--- config.mk ---
export PLATFORM = sky130hd
export DESIGN_NAME = stall_guard
export DESIGN_NICKNAME = d
export VERILOG_FILES = /design/src/rtl/stall_pkg.sv /design/src/rtl/count_scaler.sv /design/src/rtl/learn_engine.sv /design/src/rtl/stall_latch.sv /design/src/rtl/stall_guard.sv
export SDC_FILE = /design/constraint.sdc
export NUM_CORES = 1
export LEC_CHECK = 0
export BUFFER_PORTS_ARGS = -buffer_cell sky130_fd_sc_hd__buf_2
export CORE_MARGIN = 2
export CORE_UTILIZATION = 40
export DETAILED_ROUTE_END_ITERATION = 8
export PLACE_DENSITY = 0.58
export SETUP_SLACK_MARGIN = 0.1
export SYNTH_ARGS = -nofsm -noshare
export SYNTH_HDL_FRONTEND = slang
export SYNTH_SLANG_ARGS = --single-unit
--- constraint.sdc ---
create_clock -name clk -period 2.9 [get_ports clk]
set_input_delay 0.145 -clock clk [delete_from_list [all_inputs] [get_ports clk]]
set_output_delay 0.145 -clock clk [all_outputs]
set_load 0.02 [all_outputs]
--- src/rtl/stall_pkg.sv ---
package stall_pkg;
  typedef enum logic {
    LS_IDLE = 1'b0,
    LS_RUN  = 1'b1
  } learn_state_e;
endpackage

--- src/rtl/count_scaler.sv ---
module count_scaler #(
  parameter int unsigned CW = 12,
  parameter int unsigned SH = 3
) (
  input  logic [CW-1:0] raw,
  input  logic          scale_en,
  output logic [CW-1:0] scaled
);
  generate
    if (SH == 0) begin : g_none
      assign scaled = raw;
    end else begin : g_shift
      logic [CW+SH-1:0] wide;
      logic             ovf;
      assign wide = {raw, {SH{1'b0}}};
      assign ovf  = |wide[CW+SH-1:CW];
      always_comb begin
        if (!scale_en)  scaled = raw;
        else if (ovf)   scaled = '1;
        else            scaled = wide[CW-1:0];
      end
    end
  endgenerate
endmodule

--- src/rtl/learn_engine.sv ---
module learn_engine
  import stall_pkg::*;
#(
  parameter int unsigned CW   = 12,
  parameter int unsigned NLOG = 3
) (
  input  logic          clk,
  input  logic          rst_n,
  input  logic          req,
  input  logic          en,
  input  logic          smp_valid,
  input  logic [CW-1:0] smp,
  output logic          busy,
  output logic          load,
  output logic [CW-1:0] thr_learned,
  output logic          ok,
  output logic          fail,
  output logic          done
);
  localparam int unsigned AW = CW + NLOG;

  learn_state_e    state_q, state_d;
  logic [AW-1:0]   acc_q, acc_d, sum_next, shifted;
  logic [NLOG-1:0] n_q, n_d;
  logic            ok_q, ok_d, fail_q, fail_d, done_q, done_d;

  assign sum_next    = acc_q + AW'(smp);
  assign shifted     = sum_next >> (NLOG + 1);
  assign thr_learned = shifted[CW-1:0];

  always_comb begin
    state_d = state_q;
    acc_d   = acc_q;
    n_d     = n_q;
    ok_d    = ok_q;
    fail_d  = fail_q;
    done_d  = 1'b0;
    load    = 1'b0;
    case (state_q)
      LS_IDLE: begin
        if (req) begin
          if (en) begin
            state_d = LS_RUN;
            acc_d   = '0;
            n_d     = '0;
            ok_d    = 1'b0;
            fail_d  = 1'b0;
          end else begin
            ok_d   = 1'b0;
            fail_d = 1'b1;
            done_d = 1'b1;
          end
        end
      end
      default: begin
        if (!en) begin
          state_d = LS_IDLE;
          fail_d  = 1'b1;
          done_d  = 1'b1;
        end else if (smp_valid) begin
          acc_d = sum_next;
          n_d   = n_q + NLOG'(1);
          if (n_q == '1) begin
            state_d = LS_IDLE;
            ok_d    = 1'b1;
            done_d  = 1'b1;
            load    = 1'b1;
          end
        end
      end
    endcase
  end

  always_ff @(posedge clk or negedge rst_n) begin
    if (!rst_n) begin
      state_q <= LS_IDLE;
      acc_q   <= '0;
      n_q     <= '0;
      ok_q    <= 1'b0;
      fail_q  <= 1'b0;
      done_q  <= 1'b0;
    end else begin
      state_q <= state_d;
      acc_q   <= acc_d;
      n_q     <= n_d;
      ok_q    <= ok_d;
      fail_q  <= fail_d;
      done_q  <= done_d;
    end
  end

  assign busy = (state_q == LS_RUN);
  assign ok   = ok_q;
  assign fail = fail_q;
  assign done = done_q;


  ok_fail_excl_chk: assert property (@(posedge clk) disable iff (!rst_n)
    !(ok_q && fail_q));

  end_pulses_done_chk: assert property (@(posedge clk) disable iff (!rst_n)
    $fell(busy) |-> done_q);

  drop_fails_chk: assert property (@(posedge clk) disable iff (!rst_n)
    (busy && !en) |=> (!busy && fail_q));
endmodule

--- src/rtl/stall_latch.sv ---
module stall_latch (
  input  logic clk,
  input  logic rst_n,
  input  logic set,
  input  logic clr,
  output logic flag
);
  logic flag_q, flag_d;

  always_comb begin
    flag_d = flag_q;
    if (clr) flag_d = 1'b0;
    if (set) flag_d = 1'b1;
  end

  always_ff @(posedge clk or negedge rst_n) begin
    if (!rst_n) flag_q <= 1'b0;
    else        flag_q <= flag_d;
  end

  assign flag = flag_q;


  set_wins_chk: assert property (@(posedge clk) disable iff (!rst_n)
    set |=> flag_q);

  clr_works_chk: assert property (@(posedge clk) disable iff (!rst_n)
    (clr && !set) |=> !flag_q);
endmodule

--- src/rtl/stall_guard.sv ---
module stall_guard #(
  parameter int unsigned CW      = 12,
  parameter int unsigned LO_W    = 8,
  parameter int unsigned SH      = 3,
  parameter int unsigned NLOG    = 3,
  parameter int unsigned THR_RST = 3
) (
  input  logic            clk,
  input  logic            rst_n,
  input  logic            det_en,
  input  logic            scale8,
  input  logic            rep_en,
  input  logic            thr_lo_we,
  input  logic            thr_hi_we,
  input  logic [LO_W-1:0] thr_wdata,
  input  logic            cnt_valid,
  input  logic [CW-1:0]   cnt_in,
  input  logic            learn_req,
  input  logic            stall_clr,
  output logic            stall_flag,
  output logic            stall_rpt,
  output logic [CW-1:0]   thr_value,
  output logic [CW-1:0]   trq_count,
  output logic            learn_busy,
  output logic            learn_done,
  output logic            learn_ok,
  output logic            learn_fail
);
  localparam int unsigned HI_W = CW - LO_W;

  logic [1:0]    rs_q;
  logic          rst_s_n;
  logic [CW-1:0] thr_q, thr_d, cnt_q, cnt_d, scaled, thr_learned;
  logic          busy, load, stall_set;

  always_ff @(posedge clk or negedge rst_n) begin
    if (!rst_n) rs_q <= 2'b00;
    else        rs_q <= {rs_q[0], 1'b1};
  end
  assign rst_s_n = rs_q[1];

  count_scaler #(.CW(CW), .SH(SH)) u_scale (
    .raw(cnt_in), .scale_en(scale8), .scaled(scaled)
  );

  learn_engine #(.CW(CW), .NLOG(NLOG)) u_learn (
    .clk(clk), .rst_n(rst_s_n), .req(learn_req), .en(det_en),
    .smp_valid(cnt_valid), .smp(scaled), .busy(busy), .load(load),
    .thr_learned(thr_learned), .ok(learn_ok), .fail(learn_fail),
    .done(learn_done)
  );

  assign stall_set = cnt_valid && det_en && !busy && (scaled < thr_q);

  stall_latch u_flag (
    .clk(clk), .rst_n(rst_s_n), .set(stall_set), .clr(stall_clr),
    .flag(stall_flag)
  );

  always_comb begin
    thr_d = thr_q;
    if (load) begin
      thr_d = thr_learned;
    end else if (!busy) begin
      if (thr_lo_we) thr_d[LO_W-1:0]  = thr_wdata;
      if (thr_hi_we) thr_d[CW-1:LO_W] = thr_wdata[HI_W-1:0];
    end
    cnt_d = cnt_valid ? cnt_in : cnt_q;
  end

  always_ff @(posedge clk or negedge rst_s_n) begin
    if (!rst_s_n) begin
      thr_q <= CW'(THR_RST);
      cnt_q <= '1;
    end else begin
      thr_q <= thr_d;
      cnt_q <= cnt_d;
    end
  end

  assign thr_value  = thr_q;
  assign trq_count  = cnt_q;
  assign learn_busy = busy;
  assign stall_rpt  = stall_flag & rep_en;


  thr_frozen_chk: assert property (@(posedge clk) disable iff (!rst_s_n)
    (busy && !load) |=> $stable(thr_q));

  no_stall_learning_chk: assert property (@(posedge clk) disable iff (!rst_s_n)
    (busy && !stall_flag) |=> !stall_flag);

  count_hold_chk: assert property (@(posedge clk) disable iff (!rst_s_n)
    !cnt_valid |=> $stable(cnt_q));
endmodule

# == Word-level counts from Yosys, hierarchy flattened ==
# Index checks and enable logic that the tools add are counted.
# word_totals
ff_bits,49
inputBits,30
out_inout_bits,30
word_cells,76
# op_classes
n_addsub,2
magnitude_cmp,1
eq_ne,7
n_mux,40
bitwise_logic,1
reduce_logical,14
# op_table
operator,n
15-bit 2-to-1 mux,5
12-bit 2-to-1 mux,4
1-bit 2-to-1 mux,24
15-bit by 12-bit adder with 15-bit output,1
3-bit 2-to-1 mux,5
12-bit < comparator,1
"2-bit inequality test, second input constant",6
8-bit 2-to-1 mux,1
4-bit AND reduction,2
2-bit nonzero test,4
2-bit AND reduction,3
4-bit 2-to-1 mux,1
"3-bit by 1-bit adder with 3-bit output, second input constant",1
"3-bit equality test, second input constant",1
1-bit logical AND,3
3-bit OR reduction,1
1-bit AND,1
1-bit logical NOT,1

# == Longest topological paths before layout ==
# Gate-level depths: netlist (run 1).
# logic_depth
ltp_word,7
mapped_depth,11
depth_no_buf,11

# == Cells and area by module ==
# From an unflattened synthesis (run 1), not the netlist that was laid out.
# hier_totals
hier_cells,362
area_unflattened_um2,3284.4
# by_module_without_submodules
mod,n_inst,cells_per_inst,area_per_inst_um2,seq_area_each_um2
learn_engine,1,201,1709.1,550.5
stall_guard,1,125,1362.6,668.1
count_scaler,1,33,176.4,0.0
stall_latch,1,3,36.3,25.0

# == Least setup slack after synthesis (run 1) ==
# No wires, ideal clock.
# synth_path
path_kind,in2reg
from,in cnt_in[11]
to,reg u_learn.acc_q[14]
setup_ns,0.087
t_arrival_ns,2.502
required_time_ns,2.813
setup_slack_ns,0.312
cell_stages,10
n_path_buf,2
cell_sequence,or4b_1 > clkbuf_1 > o22a_1 > ha_1 > clkbuf_1 > nand4_1 > a21oi_1 > o21ai_1 > a2111o_1 > o211ai_1
# synth_between
elab_chain_cells,7
# synth_lines
element,line,rtl
"start, declared",stall_guard.sv:17,"input logic [CW-1:0] cnt_in,"
3-bit OR reduction,count_scaler.sv:16,assign ovf = |wide[CW+SH-1:CW];
12-bit 2-to-1 mux,count_scaler.sv:19,else if (ovf) scaled = '1;
12-bit 2-to-1 mux *,count_scaler.sv:18,if (!scale_en) scaled = raw;
15-bit by 12-bit adder with 15-bit output *,learn_engine.sv:27,assign sum_next = acc_q + AW'(smp);
15-bit 2-to-1 mux *,learn_engine.sv:60,end else if (smp_valid) begin
15-bit 2-to-1 mux *,learn_engine.sv:56,if (!en) begin
15-bit 2-to-1 mux *,learn_engine.sv:39,case (state_q)
"end signal, assigned",learn_engine.sv:77,acc_q <= '0;
"end signal, assigned",learn_engine.sv:84,acc_q <= acc_d;
"end, declared",learn_engine.sv:23,"logic [AW-1:0] acc_q, acc_d, sum_next, shifted;"
# Every way passes the cells marked *; elsewhere a longest branch is shown, timed or not. The select of a mux whose other input is x is not followed.
# A chain may end at the register's enable or synchronous reset.

# == Final worst setup path (run 1) ==
# Same ends and word-level chain as after synthesis.

==> out/qor.csv, run 1 <==
metric;value;unit
H-tree depth;2;
layout cell share with drive strength beyond 1;24.7;%
DRT Pass-1 Iters;4;
skew final;10.8;ps
largest net degree at the start of global routing;28;
Switching Share;40.7;%
Slew @ Worst Pin;818;ps
Root Buffer;clkbuf_8;
core area;7610;um^2
# resized after CTS;0;
power density over the cells;645;nW/um^2
number of enable flip-flop cells after synthesis;0;
WS Path Type;primary input to flip-flop;
Max Cap Viol;0;
Clock Path Buffers;2;
CTS Buf Count;5;
Tcrit/Tclk final;87.6;%
Primary FF master, synth;dfrtp_1;
Pint;1390;uW
Hold-fix buffers, CTS;1;
Critical Path AT;2770;ps
total gr overflow;0;
Die Y-Extent;92.1;um
Final HPWL DP;6.24;mm
Ports;60;
via/cell ratio;5.41;
Reg power frac;38.1;%
Cells after Synth;335;
Syn Std Cell Area;3100;um^2
CP max FO;11;
CTS tree;built;
FMAX;394;MHz
Die Footprint;8480;um^2
synthesized flop and latch total;49;
switching power;954;uW
first-pass GRT wire length;13.2;mm
Clk pwr share;17.3;%
drt initial violations;86;
effective utilization at floorplan;40.8;%
clk slew on worst S/H paths;100;ps
min Tclk post-route;2540;ps
All-Layer GR Usage;19.6;%
Final setup violation count;0;
Critical Path RT;3130;ps
logic gate share of total power;44.7;%
Startpoint Class;primary input;
max_slew headroom;45.3;%
utilization after layout;47.7;%
NumNets Final;455;
total wire length;8.03;mm
endpoint class of the critical path;flip-flop;
Site Rows;32;
setup bufs post-CTS;0;
post-synth net total;394;
most frequent cells in the layout;59 x buf_2, 35 x nand2_1, 34 x dfrtp_1;
syn avg cell area;9.26;um^2
leading cell type in the layout, fill and taps excluded;buf_2;
drt drc;0;
die width;92.1;um
RSZ-0062 raised after global routing;no;
clk_lat worst skew;310;ps
DR vias;2700;
vias in the first global route;2648;
# port buffers;59;
FFs w/ async S/R, synth;100;%
initial antenna violation count;0;
antenna cells;0;
Synth cell types;49;
max-slew violations;0;
LEAKAGE;0.00170;uW
Synth Warn #;0;
worst min path class;primary input to flip-flop;
area delta synth->final;17.1;%
antenna-violating nets left;0;
GP Congestion;0.877;
Design Power;2340;uW
sequential area share after synthesis;40.1;%
Final Hold Viols;0;
Routed WL per cell;16.1;um
clk sinks;49;
setup tns final;0;ps
Peak VDD IR;231;uV
outcome;completed;
registers in the layout, summed over array words and instances (netlist names):
| signal | count |
|---|---|
| u_learn.n_q | 3 |
| u_flag.flag | 1 |
| u_learn.fail | 1 |
| thr_value | 12 |
| u_learn.busy | 1 |
| trq_count | 12 |
| u_learn.done | 1 |
| u_learn.acc_q | 15 |
| rs_q | 2 |
| u_learn.ok | 1 |
per-stage QoR:
| stage | cells | setup slack, ps | hold slack (ps) | instance area (um^2) |
|---|---|---|---|---|
| after floorplan | 335 | 312 | -151 | 3100 |
| final | 499 | 361 | 13.9 | 3630 |
| after CTS | 499 | 345 | 10.5 | 3630 |
| after detailed placement | 490 | 35.9 | -68.3 | 3540 |
| after global routing | 499 | 167 | 4.13 | 3630 |
| after global placement | 490 | 84.2 | -70.7 | 3540 |
kinds of logic (layout without fill, tap and decap cells):
| group | count (synthesis) | count (layout) | synth area share (%) |
|---|---|---|---|
| other cells | 1 | 1 | 0.121 |
| flops | 49 | 49 | 40.1 |
| simple gates | 95 | 95 | 14.5 |
| mux | 13 | 13 | 4.72 |
| compound gates | 101 | 101 | 21.3 |
| fa+ha+maj | 29 | 29 | 11.9 |
| xor+xnor | 9 | 9 | 2.54 |
| buf+inv | 38 | 100 | 4.80 |
final cells by class:
| cell class | count | area [um^2] |
|---|---|---|
| Timing Repair Buffer | 71 | 388 |
| Clock inverter | 2 | 10.0 |
| Inverter | 21 | 78.8 |
| Multi-Input combinational cell | 248 | 1710 |
| Tap cell | 102 | 128 |
| Sequential cell | 49 | 1240 |
| Fill cell | 776 | 3980 |
| Clock buffer | 6 | 72.6 |
synthesized netlist by cell type, types with 2 or more instances:
cell,number,area share (%)
dfrtp_1,35,28
ha_1,28,11
nor3_1,4,0.65
o22a_1,8,2.3
nor2b_1,6,1.2
nor2_1,21,2.5
nand2b_1,6,1.2
and3_1,2,0.40
a22o_1,2,0.56
o211ai_1,4,0.97
buf_2,5,0.81
a31oi_1,4,0.81
a21o_1,6,1.5
xor2_1,6,1.7
a21oi_1,27,4.4
mux2_1,9,3.3
nand2_1,35,4.2
a211oi_1,9,2.2
mux2_2,4,1.5
nand3_1,5,0.81
buf_1,3,0.36
o21ai_1,22,3.5
xnor2_1,3,0.85
nor4_1,3,0.60
dfstp_2,14,12
inv_1,20,2.4
and2_1,4,0.81
o21a_1,4,0.97
o2111ai_1,2,0.56
o21ai_0,2,0.32
nand4_1,6,1.2
clkbuf_1,9,1.1
worst paths after layout:
check	slack [ps]	startpoint	to	cells after the start
min in group asynchronous	140	rst_n	rs_q[1]	2
max reg2reg	490	u_learn.acc_q[0]	u_learn.acc_q[14]	10
max in group asynchronous	1890	rs_q[1]	trq_count[1]	1
min reg2reg	220	rs_q[1]	thr_value[10]	0
min	10	stall_clr	u_flag.flag	2
max	360	cnt_in[11]	u_learn.acc_q[14]	12
critical path, cell delays in order:
cell,delay [ps]
buf_2,110
or4b_1,520
buf_4,190
o21a_1,130
ha_1,320
nor2b_1,200
o2111ai_1,160
a21oi_1,290
o21ai_1,110
buf_4,160
a2111o_1,350
o211ai_1,80
power groups by stage:
stage / registers, uW / clock network (uW) / logic [uW]
after floorplan: 939 / 0 / 688
after global placement: 904 / 0 / 1020
after detailed placement: 906 / 0 / 1040
after CTS: 893 / 416 / 1050
after global routing: 910 / 439 / 1180
final: 892 / 405 / 1050
layer usage:
layer	track usage (%)	vias to the layer above	routed length, um
li1	-	1314	-
met1	25.5	1294	3630
met5	0	-	0
met3	3.78	18	393
met2	32.7	74	3750
met4	6.84	0	245
(Power assumes the default switching activity.)
==> run 2: changes to the inputs <==
Settings changed: CORE_ASPECT_RATIO set to 2, CORE_MARGIN 2 to unset.
==> out/qor.csv, run 2 (synthesis results as in run 1) <==
metric;value;unit
outcome;completed;
Tcrit/Tclk final;83.7;%
layout cell share with drive strength beyond 1;25.8;%
NumNets Final;458;
dpl ws;25.0;ps
CP max FO;11;
setup ws final;473;ps
CTS Buf Count;5;
most frequent cells in the layout;59 x buf_2, 35 x nand2_1, 34 x dfrtp_1;
total wire length;8.43;mm
Startpoint Class;primary input;
via/cell ratio;5.43;
Ports;60;
Site Rows;45;
Critical Path RT;3120;ps
Peak VDD IR;360;uV
RSZ-0062 raised after global routing;no;
Biggest register;u_learn.acc_q;
Final setup violation count;0;
initial antenna violation count;0;
DR vias;2683;
Root Buffer;clkbuf_16;
post-route cell area;3710;um^2
DRT Pass-1 Iters;6;
clk slew on worst S/H paths;70;ps
FMAX;412;MHz
CTS tree;built;
Routed WL per cell;17.1;um
dpl cell area;3550;um^2
setup tns final;0;ps
power density over the cells;696;nW/um^2
Largest register FFs;15;
antenna cells;0;
clk_lat worst skew;300;ps
setup bufs post-CTS;0;
Design Power;2590;uW
WS Path Type;primary input to flip-flop;
GP Congestion;0.915;
leading cell type in the layout, fill and taps excluded;buf_2;
H-tree depth;2;
Final HPWL DP;6.82;mm
endpoint class of the critical path;flip-flop;
antenna-violating nets left;0;
# fillers;744;
clk sinks;49;
skew final;8.46;ps
# port buffers;59;
max-slew violations;0;
Pint;1560;uW
area delta synth->final;19.7;%
max_slew headroom;29.6;%
Switching Share;39.7;%
Clk pwr share;23.4;%
Final Hold Viols;0;
core area;7540;um^2
Reg power frac;35.2;%
largest net degree at the start of global routing;48;
All-Layer GR Usage;22.7;%
LEAKAGE;0.00175;uW
logic gate share of total power;41.5;%
worst min path class;primary input to flip-flop;
Slew @ Worst Pin;1060;ps
switching power;1030;uW
Register Area;1240;um^2
effective utilization at floorplan;41.1;%
vias in the first global route;2723;
total gr overflow;0;
drt drc;0;
Max Cap Viol;0;
drt initial violations;113;
Critical Path AT;2650;ps
Die Y-Extent;127;um
utilization after layout;49.2;%
die width;64.3;um
Clock Path Buffers;2;
Multi-input gate area;1710;um^2
first-pass GRT wire length;13.8;mm
min Tclk post-route;2430;ps
Die Footprint;8140;um^2
[run 2: cell count changes in the layout (fill, tap and decap cells not counted), moves of 2 or more]
cell / delta
clkbuf_16: +5
buf_4: +3
clkinv_2: -2
clkbuf_8: -5
[run 2: metal layers]
metal / wire length [um] / GRT usage (%) / vias up / share of wire [%]
met3: 195 / 2.97 / 20 / 2.3
li1: - / - / 1327 / -
met2: 4790 / 43.4 / 55 / 57
met4: 344 / 12.0 / 0 / 4.1
met5: 0 / 0 / - / 0
met1: 3100 / 22.9 / 1281 / 37
[run 2: path summary, 6_finish.rpt]
kind / start / to / slack, ps / cells past startpoint
min: stall_clr / u_flag.flag / 20 / 2
max reg2reg: u_learn.acc_q[0] / u_learn.acc_q[14] / 520 / 10
min reg2reg: rs_q[0] / rs_q[1] / 370 / 0
max in group asynchronous: rs_q[1] / thr_value[11] / 1790 / 0
max: scale8 / u_learn.acc_q[14] / 470 / 13
min in group asynchronous: rst_n / rs_q[0] / 160 / 2
[run 2: worst max-delay path: stages]
cell and delay [ps]:
buf_2 110, or4b_4 260, o21a_1 180, ha_1 180, inv_1 50, fa_1 400, nor2b_1 180, o2111ai_1 150
a21oi_1 270, o21ai_1 120, buf_4 170, a2111o_1 360, o211ai_1 80
[run 2: cell type report]
| class | count | share of cell area (%) |
|---|---|---|
| Clock buffer | 5 | 3.37 |
| Clock inverter | 3 | 0.640 |
| Inverter | 21 | 2.12 |
| Multi-Input combinational cell | 248 | 46.1 |
| Sequential cell | 49 | 33.5 |
| Tap cell | 94 | 3.17 |
| Timing Repair Buffer | 74 | 11.0 |
[run 2: power by group through the flow]
stage                     Clock [uW]  Sequential [uW]  Combinational (uW)
after floorplan                    0              939                 688
after detailed placement           0              923                1070
after global routing             644              926                1210
final                            604              910                1070
after global placement             0              920                1070
after CTS                        621              911                1080
[run 2: per-stage QoR]
stage	cells	hold slack, ps
after floorplan	335	-151
after global placement	485	-70.5
after detailed placement	485	-67.0
after CTS	494	15.7
after global routing	494	33.8
final	494	19.0
[run 2: what timing repair did]
| item | 4_1_cts | 5_1_grt |
|---|---|---|
| endpoints found under the hold margin | 2 | 0 |
| resized for setup | 0 | 1 |
| hold buffers | 1 | 0 |
| setup endpoints to repair | 0 | 1 |
